File: config.mk
export PLATFORM = sky130hd
export DESIGN_NAME = irq_route_top
export DESIGN_NICKNAME = d
export VERILOG_FILES = /design/src/rtl/irq_route_pkg.sv /design/src/rtl/irq_route_regs.sv /design/src/rtl/irq_route_lane.sv /design/src/rtl/irq_route_prio.sv /design/src/rtl/irq_route_top.sv
export SDC_FILE = /design/constraint.sdc
export NUM_CORES = 1
export LEC_CHECK = 0
export CAP_MARGIN = 10
export CORE_MARGIN = 2
export CORE_UTILIZATION = 50
export CTS_CLUSTER_SIZE = 16
export DETAILED_ROUTE_END_ITERATION = 8
export GPL_TIMING_DRIVEN = 0
export PLACE_DENSITY = 0.75
export SYNTH_ARGS = -nofsm -noshare
export SYNTH_HDL_FRONTEND = slang
export SYNTH_HIERARCHICAL = 1
export SYNTH_SLANG_ARGS = --single-unit
File: constraint.sdc
create_clock -name clk_i -period 2.33 [get_ports clk_i]
set_clock_uncertainty 0.15 [all_clocks]
set_input_delay 0.699 -clock clk_i [delete_from_list [all_inputs] [get_ports clk_i]]
set_output_delay 0.699 -clock clk_i [all_outputs]
set_load 0.01 [all_outputs]
File: src/rtl/irq_route_pkg.sv
package irq_route_pkg;
  localparam int unsigned NUM_LANES = 4;  // irq0, irq1, mck0, mck1
  localparam int unsigned ADDR_W    = 4;
  localparam int unsigned DATA_W    = 32;

  typedef enum logic [ADDR_W-1:0] {
    A_STATUS = 4'd0,
    A_TOP    = 4'd1,
    A_IMASK0 = 4'd4,
    A_IMASK1 = 4'd5,
    A_MMASK0 = 4'd6,
    A_MMASK1 = 4'd7
  } reg_addr_e;
endpackage

File: src/rtl/irq_route_regs.sv
module irq_route_regs
  import irq_route_pkg::*;
#(
  parameter int unsigned NUM_SRC = 32
) (
  input  logic                                clk_i,
  input  logic                                rst_ni,
  input  logic                                wr_en_i,
  input  logic [ADDR_W-1:0]                   addr_i,
  input  logic [DATA_W-1:0]                   wdata_i,
  output logic [NUM_LANES-1:0][NUM_SRC-1:0]   masks_o
);
  logic mask_sel;
  assign mask_sel = (addr_i[ADDR_W-1:2] == '0) ? 1'b0 : (addr_i[ADDR_W-1:2] == 1);

  always_ff @(posedge clk_i or negedge rst_ni) begin
    if (!rst_ni) begin
      masks_o <= '0;
    end else if (wr_en_i && mask_sel) begin
      masks_o[addr_i[1:0]] <= wdata_i[NUM_SRC-1:0];
    end
  end

  assert_mask_write_R3: assert property (@(posedge clk_i) disable iff (!rst_ni)
    (wr_en_i && mask_sel) |=> (masks_o[$past(addr_i[1:0])] == $past(wdata_i[NUM_SRC-1:0])));

  assert_no_stray_write_R9: assert property (@(posedge clk_i) disable iff (!rst_ni)
    (!(wr_en_i && mask_sel)) |=> $stable(masks_o));
endmodule

File: src/rtl/irq_route_lane.sv
module irq_route_lane #(
  parameter int unsigned NUM_SRC = 32
) (
  input  logic               clk_i,
  input  logic               rst_ni,
  input  logic [NUM_SRC-1:0] stat_i,
  input  logic [NUM_SRC-1:0] mask_i,
  output logic               out_o
);
  always_ff @(posedge clk_i or negedge rst_ni) begin
    if (!rst_ni) out_o <= 1'b0;
    else         out_o <= |(stat_i & mask_i);
  end

  assert_lane_rise_R4: assert property (@(posedge clk_i) disable iff (!rst_ni)
    (|(stat_i & mask_i)) |=> out_o);

  assert_lane_fall_R7: assert property (@(posedge clk_i) disable iff (!rst_ni)
    (!(|(stat_i & mask_i))) |=> !out_o);
endmodule

File: src/rtl/irq_route_prio.sv
module irq_route_prio #(
  parameter int unsigned NUM_SRC = 32,
  localparam int unsigned IDX_W  = (NUM_SRC > 1) ? $clog2(NUM_SRC) : 1
) (
  input  logic [NUM_SRC-1:0] vec_i,
  output logic               found_o,
  output logic [IDX_W-1:0]   idx_o
);
  // ascending scan: last hit wins, giving the highest set bit
  always_comb begin
    found_o = 1'b0;
    idx_o   = '0;
    for (int i = 0; i < NUM_SRC; i++) begin
      if (vec_i[i]) begin
        found_o = 1'b1;
        idx_o   = IDX_W'(i);
      end
    end
  end
endmodule

File: src/rtl/irq_route_top.sv
module irq_route_top
  import irq_route_pkg::*;
#(
  parameter int unsigned NUM_SRC    = 32,
  parameter logic [31:0] VALID_MASK = 32'h0001_FFBF,
  localparam int unsigned IDX_W     = (NUM_SRC > 1) ? $clog2(NUM_SRC) : 1
) (
  input  logic              clk_i,
  input  logic              rst_ni,
  input  logic [NUM_SRC-1:0] src_i,
  input  logic              wr_en_i,
  input  logic              rd_en_i,
  input  logic [ADDR_W-1:0] addr_i,
  input  logic [DATA_W-1:0] wdata_i,
  output logic [DATA_W-1:0] rdata_o,
  output logic [1:0]        irq_o,
  output logic [1:0]        mcheck_o
);
  logic [NUM_SRC-1:0]              status;
  logic [NUM_LANES-1:0][NUM_SRC-1:0] masks;
  logic [NUM_LANES-1:0]            lane_out;
  logic                            enc_found;
  logic [IDX_W-1:0]                enc_idx;
  logic [DATA_W-1:0]               rd_mux;

  // reserved positions forced low before anything else sees them
  assign status = src_i & VALID_MASK[NUM_SRC-1:0];

  irq_route_regs #(.NUM_SRC(NUM_SRC)) u_regs (
    .clk_i   (clk_i),
    .rst_ni  (rst_ni),
    .wr_en_i (wr_en_i),
    .addr_i  (addr_i),
    .wdata_i (wdata_i),
    .masks_o (masks)
  );

  for (genvar k = 0; k < NUM_LANES; k++) begin : g_lane
    irq_route_lane #(.NUM_SRC(NUM_SRC)) u_lane (
      .clk_i  (clk_i),
      .rst_ni (rst_ni),
      .stat_i (status),
      .mask_i (masks[k]),
      .out_o  (lane_out[k])
    );
  end

  assign irq_o    = lane_out[1:0];
  assign mcheck_o = lane_out[3:2];

  irq_route_prio #(.NUM_SRC(NUM_SRC)) u_prio (
    .vec_i   (status & masks[0]),
    .found_o (enc_found),
    .idx_o   (enc_idx)
  );

  always_comb begin
    case (addr_i)
      A_STATUS: rd_mux = DATA_W'(status);
      A_TOP:    rd_mux = enc_found ? DATA_W'(enc_idx) : {1'b1, {(DATA_W-1){1'b0}}};
      A_IMASK0, A_IMASK1, A_MMASK0, A_MMASK1:
                rd_mux = DATA_W'(masks[addr_i[1:0]]);
      default:  rd_mux = '0;
    endcase
  end

  always_ff @(posedge clk_i or negedge rst_ni) begin
    if (!rst_ni)      rdata_o <= '0;
    else if (rd_en_i) rdata_o <= rd_mux;
  end

  assert_status_reserved_R2: assert property (@(posedge clk_i) disable iff (!rst_ni)
    (rd_en_i && addr_i == A_STATUS) |=> ((rdata_o & ~VALID_MASK) == '0));

  assert_unmapped_zero_R9: assert property (@(posedge clk_i) disable iff (!rst_ni)
    (rd_en_i && (addr_i == 4'd2 || addr_i == 4'd3 || addr_i[3])) |=> (rdata_o == '0));

  assert_enc_highest_R8: assert property (@(posedge clk_i) disable iff (!rst_ni)
    enc_found |-> ((status & masks[0]) >> enc_idx) == 1);

  assert_rdata_hold_R11: assert property (@(posedge clk_i) disable iff (!rst_ni)
    !rd_en_i |=> $stable(rdata_o));
endmodule

==> summary.md <==
| Metric | Value |
|---|---|
| Post-synth top area share | 0.494 |
| CTS buffer count | 17 |
| Worst-Margin Slew | 0.951 ns |
| Vias in the first global route | 6779 |
| Proportion of layout cells with a drive suffix above 1 | 0.304 |
| Synthesized area per cell | approximately 13 sq um |
| Distinct cell type count after synthesis | just over 50 |
| Via count | approximately 6300 |
| CP max-delay cell | or4_4 |
| Clk_lat worst skew | between 0.4 and 0.5 ns |
| Cell row count | 47 |
| Nets | 944 |
| Max H-tree Level | 4 |
| Most frequent cells in the layout | dfrtp_1, conb_1, mux2_2, clkdlybuf4s50_1, a22oi_1 |
| Vias/cell | 5.71 |
| Fin util | 0.661 |
| Worst Slack Setup Final | -0.166 ns |
| Grt ovf | 0 |
| RSZ-0062 raised after global routing | true |
| Post-route cell area | 10800 sq um |
| Core Region | ~16000 sq um |
| Slew margin rel. | 0.366 |
| Placed insts | approximately 1100 |
| Status | finished with violations |
| Cell Count, Final, Fillers Out | around 1100 |
| Max Cap Viol | 0 |
| Largest net degree at the start of global routing | just over 100 |
| Yosys top cell by area | dfrtp_1 |
| Post-synth EDFFs | 0 |
| CTS root buf | clkbuf_16 |
| Die width | about 130 um |
| DRC viols | 0 |
| Multi-input gate area | 4490 sq um |
| GR Util All Layers | 0.297 |
| Fin. max-slew vios | 0 |
| Commonest non-fill, non-tap cell in the layout | dfrtp_1 |
| CTS tree | done |
| Hold Slack | approximately 0.22 ns |
| Critical Path Max Stage Delay | 0.58 ns |
| Ys Warns | 6 |
| Starting Density | 0.506 |
| Crit path buf inv count | 1 |
| Seq. cell area | between 4000 and 5000 sq um |
| First-pass GRT wire length | 39100 um |
| Chip Height | roughly 130 um |
| Area after DPL | roughly 10000 sq um |
| Maximum net fanout on the critical path | 6 |
| Worst Hold Class | input pin to asynchronous set/reset pin |
| CP delay by family, top | simple AND/OR/NAND/NOR gates |
| Flops & latches, synth | approximately 160 |
| Crit Path Class | input pin to flop |
| CP Capture Type | flop |
| Wire per inst | between 20 and 25 um |
| Failing checks | negative setup slack |
| DRT iter0 DRCs | between 400 and 500 |
| Antenna violations before repair | 0 |
| Critical path launch point type | input pin |
| Antenna diode count | 0 |
| DP HPWL | about 17000 um |
| Sequence of cells on the critical path | dlygate4sd2_1 > and2_1 > nor2_1 > nand2_1 > or4_4 > a32o_1 > o21ai_2 > o21ai_1 |
| Fillers | approximately 1100 |
| Final Critical Period | about 2.5 ns |
| Finish-stage setup viols | 5 |
| Antenna Violating Nets Remaining | 0 |
| Detailed Route WL | 25000 um |
| Seq/Total Area, Yosys | 0.494 |
| Synth area leaders | dfrtp_1, mux2_2, mux4_2 |
| Drt first pass iters | 5 |
| GPL Wtd Cong | roughly 0.95 |
| Die ar. | about 18000 sq um |
| # port buffers | slightly above 90 |
| Power Density | approximately 840 nW/um^2 |
| Share of synthesized registers carrying an async set or reset | 1.00 |
| Final Hold Fails | 0 |
| Post-Syn Instances | 629 |
| Top FF cell, synth | dfrtp_1 |
| Max clock buf depth | 2 |
| I/O pins | between 100 and 150 |
| P_leak | around 4.8 nW |
| CP arrival | 2.63 ns |
| Post-route clock period utilization | 1.07 |
| Clock Pin Slew Worst Setup and Hold Paths | roughly 0.070 ns |
| CP required | between 2 and 2.5 ns |
| Fmax | 401 MHz |
| Area growth from synthesis to layout | 30.6% |
| Mapped cell area | between 8000 and 9000 sq um |
| Dpl ws | -1.14 ns |
| Max VDD drop | between 500 and 600 uV |
| Clock sink count | between 150 and 200 |
final cells by class:
cell class | instances | share of cell area
multi-input cells | 530 | 0.414
flip-flops and latches | 164 | 0.378
repair buffers | 106 | 0.0924
clock buffers | 20 | 0.0412
well taps | 220 | 0.0254
clock inverters | 12 | 0.0208
plain buffers | 27 | 0.0187
inverters | 26 | 0.00900
what timing repair did:
| action | 4_1_cts | 5_1_grt |
|---|---|---|
| pin swaps | 14 | 12 |
| buffers inserted | 11 | 3 |
| hold buffers | 0 | 0 |
| endpoints found under the setup margin | 152 | 45 |
| gates resized for setup | 59 | 26 |
final timing paths:
kind                                                start                            end  slack, ns  cells after the start
min in group clk_i                 rdata_o[3]$_DFFE_PN0P_         rdata_o[3]$_DFFE_PN0P_       0.36                      2
min                                                rst_ni        rdata_o[25]$_DFFE_PN0P_       0.22                      1
min reg2reg                        rdata_o[3]$_DFFE_PN0P_         rdata_o[3]$_DFFE_PN0P_       0.36                      2
max                                              src_i[9]         rdata_o[2]$_DFFE_PN0P_      -0.17                      8
max in group asynchronous                          rst_ni  u_regs/masks_o[9]$_DFFE_PN0P_       0.95                      2
max reg2reg                u_regs/masks_o[16]$_DFFE_PN0P_         rdata_o[2]$_DFFE_PN0P_      -0.14                      7
flip-flops by register name (all words and copies together), names as in the netlist:
name / count
g_lane.u_lane/out_o: 4
rdata_o: 32
u_regs/masks_o: 128
Yosys cell counts (2+ instances only):
cell type	n
nand2_1	19
o22ai_1	5
mux2_1	2
nand2b_1	2
buf_2	14
nand3b_1	2
mux4_2	27
mux2_4	30
a21oi_1	6
or4_1	7
o21ai_0	9
nor3_1	5
a32o_1	5
nand4_1	17
nor2_1	14
nand3_1	2
a22oi_2	4
mux2i_1	10
o21ai_1	20
a221o_1	13
buf_4	3
inv_1	26
clkbuf_1	4
nor2b_1	13
mux2_2	96
dfrtp_1	164
a22oi_1	60
or3b_1	2
nor4_2	4
and2_1	17
buf_6	5
nor4_1	3
per-stage QoR:
stage | total power, mW | setup TNS (ns)
after floorplan | 5.04 | -0.786
after global placement | 5.70 | -1065.94
after global routing | 9.47 | -1.01
final | 9.12 | -0.690
after CTS | 9.08 | -0.770
after detailed placement | 5.82 | -95.30
logic make-up after synthesis:
group / count (synthesis) / synth area share
multiplexers: 165 / 0.272
flip-flops: 164 / 0.494
AO/OA/AOI/OAI: 130 / 0.115
AND/OR/NAND/NOR: 116 / 0.0862
buffers and inverters: 53 / 0.0320
other: 1 / 0.000452
layer usage:
metal,GRT usage,share of wire
met4,0.140,0.037
met2,0.491,0.50
met5,0,0
met3,0.0586,0.063
met1,0.379,0.40
worst reg2reg max path: cells and delay by family, from the launching register on:
family,cells,cell delay [ns]
compound gates,3,0.53
flops,1,0.41
simple gates,4,1.25
power by group:
group          total, mW  switching, mW  internal [mW]
clock               3.20           1.16           2.04
combinational       1.99          0.831           1.16
sequential          3.92          0.497           3.42
No activity file was read; power rests on OpenSTA's default activity.
